## src/rtl/gpio_edge_irq.sv

```systemverilog
module gpio_edge_irq #(
  parameter int NPINS = 28,
  parameter int NSOLO = 11,
  parameter int DW    = 32
) (
  input  logic             clk,
  input  logic             rst_n,
  input  logic [NPINS-1:0] pin_in,
  input  logic [1:0]       reg_addr,
  input  logic             reg_we,
  input  logic [DW-1:0]    reg_wdata,
  output logic [DW-1:0]    reg_rdata,
  output logic [NSOLO-1:0] irq_pin,
  output logic             irq_group
);
  localparam logic [1:0] A_RISE = 2'd0;
  localparam logic [1:0] A_FALL = 2'd1;
  localparam logic [1:0] A_STAT = 2'd2;

  logic [NPINS-1:0] sync1_q, sync2_q, prev_q;
  logic [NPINS-1:0] rise_en_q, fall_en_q, status_q;
  logic [NPINS-1:0] hit, clr;

  assign hit = (sync2_q & ~prev_q & rise_en_q) | (~sync2_q & prev_q & fall_en_q);
  assign clr = (reg_we && reg_addr == A_STAT) ? reg_wdata[NPINS-1:0] : '0;

  always_ff @(posedge clk or negedge rst_n) begin
    if (!rst_n) begin
      sync1_q <= '0;
      sync2_q <= '0;
      prev_q  <= '0;
    end else begin
      sync1_q <= pin_in;
      sync2_q <= sync1_q;
      prev_q  <= sync2_q;
    end
  end

  always_ff @(posedge clk or negedge rst_n) begin
    if (!rst_n) begin
      rise_en_q <= '0;
      fall_en_q <= '0;
    end else if (reg_we) begin
      if (reg_addr == A_RISE) rise_en_q <= reg_wdata[NPINS-1:0];
      if (reg_addr == A_FALL) fall_en_q <= reg_wdata[NPINS-1:0];
    end
  end

  always_ff @(posedge clk or negedge rst_n) begin
    if (!rst_n) status_q <= '0;
    else        status_q <= (status_q & ~clr) | hit;
  end

  always_comb begin
    reg_rdata = '0;
    case (reg_addr)
      A_RISE:  reg_rdata[NPINS-1:0] = rise_en_q;
      A_FALL:  reg_rdata[NPINS-1:0] = fall_en_q;
      A_STAT:  reg_rdata[NPINS-1:0] = status_q;
      default: reg_rdata = '0;
    endcase
  end

  assign irq_pin   = status_q[NSOLO-1:0];
  assign irq_group = |status_q[NPINS-1:NSOLO];
endmodule

```

## config.mk

```make
export PLATFORM = sky130hd
export DESIGN_NAME = gpio_edge_irq
export DESIGN_NICKNAME = d
export VERILOG_FILES = /design/src/rtl/gpio_edge_irq.sv
export SDC_FILE = /design/constraint.sdc
export NUM_CORES = 1
export LEC_CHECK = 0
export ABC_AREA = 1
export BUFFER_PORTS_ARGS = -buffer_cell sky130_fd_sc_hd__buf_2
export CORE_MARGIN = 4
export CORE_UTILIZATION = 50
export CTS_CLUSTER_SIZE = 10
export DETAILED_ROUTE_END_ITERATION = 10
export HOLD_SLACK_MARGIN = 0.1
export PLACE_DENSITY = 0.76
export SLEW_MARGIN = 20
export SYNTH_ARGS = -nofsm -noshare
export SYNTH_HDL_FRONTEND = slang
export SYNTH_SLANG_ARGS = --single-unit
```

## constraint.sdc

```tcl
create_clock -name clk -period 0.8 [get_ports clk]
set_input_delay 0.08 -clock clk [delete_from_list [all_inputs] [get_ports clk]]
set_output_delay 0.08 -clock clk [all_outputs]
set_load 0.01 [all_outputs]
```

# ---- Word level (Yosys, flattened, before mapping)
# Cells that the tools add are included.
dict set report word_totals {
  regBits 168
  in_bits 65
  out_inout_bits 44
  wordCells 25
}
dict set report op_classes {
  n_eq_ne 2
  n_mux 2
  bitwise 10
  n_reduce_logical 5
}
# cell count
set ops {}
lappend ops {{28-bit AND} 5}
lappend ops {{28-bit inverter} 3}
lappend ops {{28-bit one-hot mux with 3 select lines} 1}
lappend ops {{28-bit OR} 2}
lappend ops {{28-bit two-way mux} 1}
lappend ops {{17-bit OR reduction} 1}
lappend ops {{2-bit AND reduction} 2}
lappend ops {{2-bit by 1-bit equality test with 1-bit output (second input constant)} 1}
lappend ops {{2-bit equality test (second input constant)} 1}
lappend ops {{2-bit zero test} 1}
lappend ops {{1-bit logical AND} 1}

# ---- Longest topological paths before layout
dict set report depth {
  word_depth 6
  mapped_depth 7
  depth_no_buf 6
}

# ---- Least setup slack after synthesis
# No wires, ideal clock.
dict set report synth_path {
  path_type {input-to-output}
  from {input reg_addr[1]}
  to {output reg_rdata[10]}
  t_arrival_ns 0.729
  t_required_ns 0.720
  setup_slack_ns -0.009
  cell_stages 5
  n_path_buf 2
  path_cell_list {nor2_1 buf_2 buf_2 nand2_1 nand3_1}
}
dict set report synth_via {
  elab_chain_len 2
  elab_cells_between_ends 4
  classes_between {2 x eq/ne; 1 x mux; 1 x reduce/logical}
}
# element line_no
set synth_lines {}
lappend synth_lines {{start, declared} 9} ;# input logic [1:0] reg_addr,
lappend synth_lines {{2-bit equality test, or another cell as far along} 56} ;# case (reg_addr)
lappend synth_lines {{28-bit one-hot mux with 3 select lines (*)} 56}
lappend synth_lines {{end, declared} 12} ;# output logic [DW-1:0] reg_rdata,
# Every way passes the cells marked *; elsewhere a longest branch is shown, timed or not.

# ---- Worst setup path after layout
dict set report layout_path {
  from {register status_q[23]}
  to {output reg_rdata[23]}
}
dict set report layout_via {
  elab_chain_len 1
}
# element line_no
set layout_lines {}
lappend layout_lines {{start, declared} 21} ;# logic [NPINS-1:0] rise_en_q, fall_en_q, status_q;
lappend layout_lines {{start signal, assigned} 51} ;# else status_q <= (status_q & ~clr) | hit;
lappend layout_lines {{28-bit one-hot mux with 3 select lines} 56}
# No other way between the ends.

==> flow_metrics.py <==
metrics = {
    "run_status": {
        "outcome": "complete, but fails checks",
        "failed_checks": "negative setup slack",
    },
    "sta": {
        "finalSetupViolCount": 61,
        "finalClockSkew_ps": 9.90,
        "maxSlewViolCount": 0,
        "min_period_ps": 1460,
        "rsz0062_at_grt": "true",
        "timing.final.crit_share": 1.82,
        "tns_ps": -18320,
        "final-hold-violation-count": 0,
        "timing.fmax_mhz": 687,
        "fin_ws_ps": -655,
    },
    "synth": {
        "postSynthCellCount": 711,
        "synth_commonest_cells": "nand2_1, dfrtp_1, nor2_1",
        "synth_area_mm2": 0.00651,
        "ys_seq_area_frac": 0.645,
        "synth.top_cell.area_share": 0.645,
        "synth.area.top_cells": "dfrtp_1, nand2_1, nor2_1",
        "synth_area_leader_cell": "dfrtp_1",
        "ys_types": 13,
        "synth-seq-cells": 168,
        "ys.flop_type": "dfrtp_1",
        "synth.most_common_cell": "nand2_1",
        "synth.avg_cell_area_um2": 9.16,
        "yosys_warnings": 0,
        "postSynth.asyncResetShare": 1.00,
        "synth-edff-count": 0,
    },
    "pwr": {
        "p_sw_frac": 0.266,
        "seq_power_share": 0.438,
        "switchingPower_w": 0.00623,
        "vdd_ir_drop_max_v": 0.00197,
        "pwr-share-clk": 0.357,
        "powerDensity_mw_per_mm2": 2440,
        "internal-power_w": 0.0172,
        "pwr-share-comb": 0.205,
        "leakage_nw": 4.76,
    },
    "placed_design": {
        "placed_area_mm2": 0.00740,
        "dpl.hpwl_mm": 9.60,
        "numPortBuffers": 100,
        "place_congestion": 0.821,
        "place_ws_ps": -302,
    },
    "clocking": {
        "cts_tree": "yes",
        "ctsLongestPathBuffers": 2,
        "cts_buffers": 17,
        "hold_buffers": 57,
        "clk_pin_slew_ps": 70,
        "cts_root_buf": "clkbuf_16",
        "insertion_delay_ps": 430,
        "cts.htree.levels": 4,
        "cts.sinks": 168,
    },
    "critical_path": {
        "cp_data_arrival_time_ps": 1380,
        "cp_max_fo": 2,
        "r2r_slack_ps": -220,
        "criticalPathCategory": "flop to primary output",
        "worstPathRequired_ps": 720,
        "worstSetupEndpointType": "primary output",
        "cp-start-kind": "flop",
    },
    "global_routing": {
        "grt_pass1_vias": 5663,
        "grt.total_usage": 0.238,
        "grt_max_degree": 43,
        "antenna_found_initial": 0,
        "grt_pass1_wl_mm": 27.1,
        "overflow": 0,
    },
    "detailed_routing": {
        "via_per_inst": 5.07,
        "routedWlPerCell_um": 15.7,
        "dr_total_vias": 5648,
        "final_antenna_net_count": 0,
        "wl_mm": 17.4,
        "first_pass_iters": 5,
        "drt_iter0_drc": 537,
        "drcViolationCount": 0,
    },
    "floorplanning": {
        "die_y_um": 122,
        "start_util": 0.514,
        "die_width_um": 122,
        "die_area_mm2": 0.0149,
        "row_count": 41,
        "placeableCoreArea_mm2": 0.0127,
        "num_io_pins": 109,
    },
    "flow_run": {
        "cap_violations": 0,
    },
    "final_layout": {
        "synthToLayoutAreaGrowth_pct": 47.4,
        "final_area_mm2": 0.00961,
        "diodes": 0,
        "fin_nets": 995,
        "n_fill_cell": 814,
        "final_util": 0.758,
        "drive_gt1_frac": 0.313,
    },
    "hold_path": {
        "worstHoldPathType": "primary input to asynchronous set/reset pin",
    },
}
==> routing by layer <==
metal  share of wire  vias to the layer above  track usage
li1                -                     2647            -
met1            0.40                     2750        0.296
met2            0.52                      206        0.394
met3           0.061                       45       0.0645
met4           0.027                        0        0.104
met5               0                        -            0
==> timing repair <==
action                                  CTS  global route
endpoints found under the setup margin   45            72
hold endpoints to repair                280            14
pin swaps                                36            54
setup buffers                            34            19
gates resized for setup                  87            94
==> path summary, 6_finish.rpt <==
path                                   start            end  cells past startpoint
max in group asynchronous              rst_n   status_q[20]                      3
min in group clk                      reg_we    status_q[6]                      5
worst max register to register  fall_en_q[2]    status_q[2]                      6
worst min register to register   sync1_q[23]    sync2_q[23]                      0
worst max-delay path            status_q[23]  reg_rdata[23]                      5
worst min-delay path                   rst_n   rise_en_q[9]                      2
==> layout make-up <==
cell class,count,area [um2],share of cell area
timing repair buffer,239,2180,0.227
sequential,168,4210,0.438
inverter,33,124,0.0129
tap,172,215,0.0224
clock inverter,8,121,0.0126
clock buffer,22,474,0.0494
multi-input combinational,471,2290,0.238
==> sequential cells by signal (all words and copies together), names as in the netlist <==
register and cells:
fall_en_q 28, sync2_q 28, status_q 28, prev_q 28, rise_en_q 28, sync1_q 28
==> placed cells by master, fill, tap and decap left out, drive strengths merged <==
cell,synthesis,layout
clkinv,0,4
clkinvlp,0,1
nand2,258,258
dlygate4sd3,0,57
clkbuf,2,22
nor2,95,95
conb,1,4
dfrtp,168,168
o21ai,56,56
nand3,58,58
inv,33,33
bufinv,0,3
buf,40,182
==> power groups by stage <==
stage	Combinational, W	Clock [W]	Sequential [W]
after CTS	0.00416	0.00844	0.0101
after detailed placement	0.00288	0	0.0103
after global placement	0.00280	0	0.0103
after floorplan	0.00167	0	0.0101
after global routing	0.00525	0.00887	0.0104
final	0.00480	0.00835	0.0103
==> logic make-up after synthesis <==
| family | synth area share |
|---|---|
| compound gates | 0.0430 |
| buf+inv | 0.0628 |
| flops | 0.645 |
| other cells | 0.000576 |
| simple gates | 0.248 |
==> per-stage QoR <==
| step | hold slack (ps) | power (W) | cells |
|---|---|---|---|
| after floorplan | -216 | 0.0118 | 714 |
| after global placement | -43.4 | 0.0131 | 982 |
| after detailed placement | -40.2 | 0.0132 | 982 |
| after CTS | 73.4 | 0.0227 | 1103 |
| after global routing | 79.6 | 0.0245 | 1113 |
| final | 98.7 | 0.0234 | 1113 |
==> worst max-delay path: stages (launching register included) <==
cell and delay, ps:
dfrtp_1 420, buf_4 150, buf_6 100, nand2_1 50
nand3_1 70, buf_2 140
(Power assumes the default switching activity.)
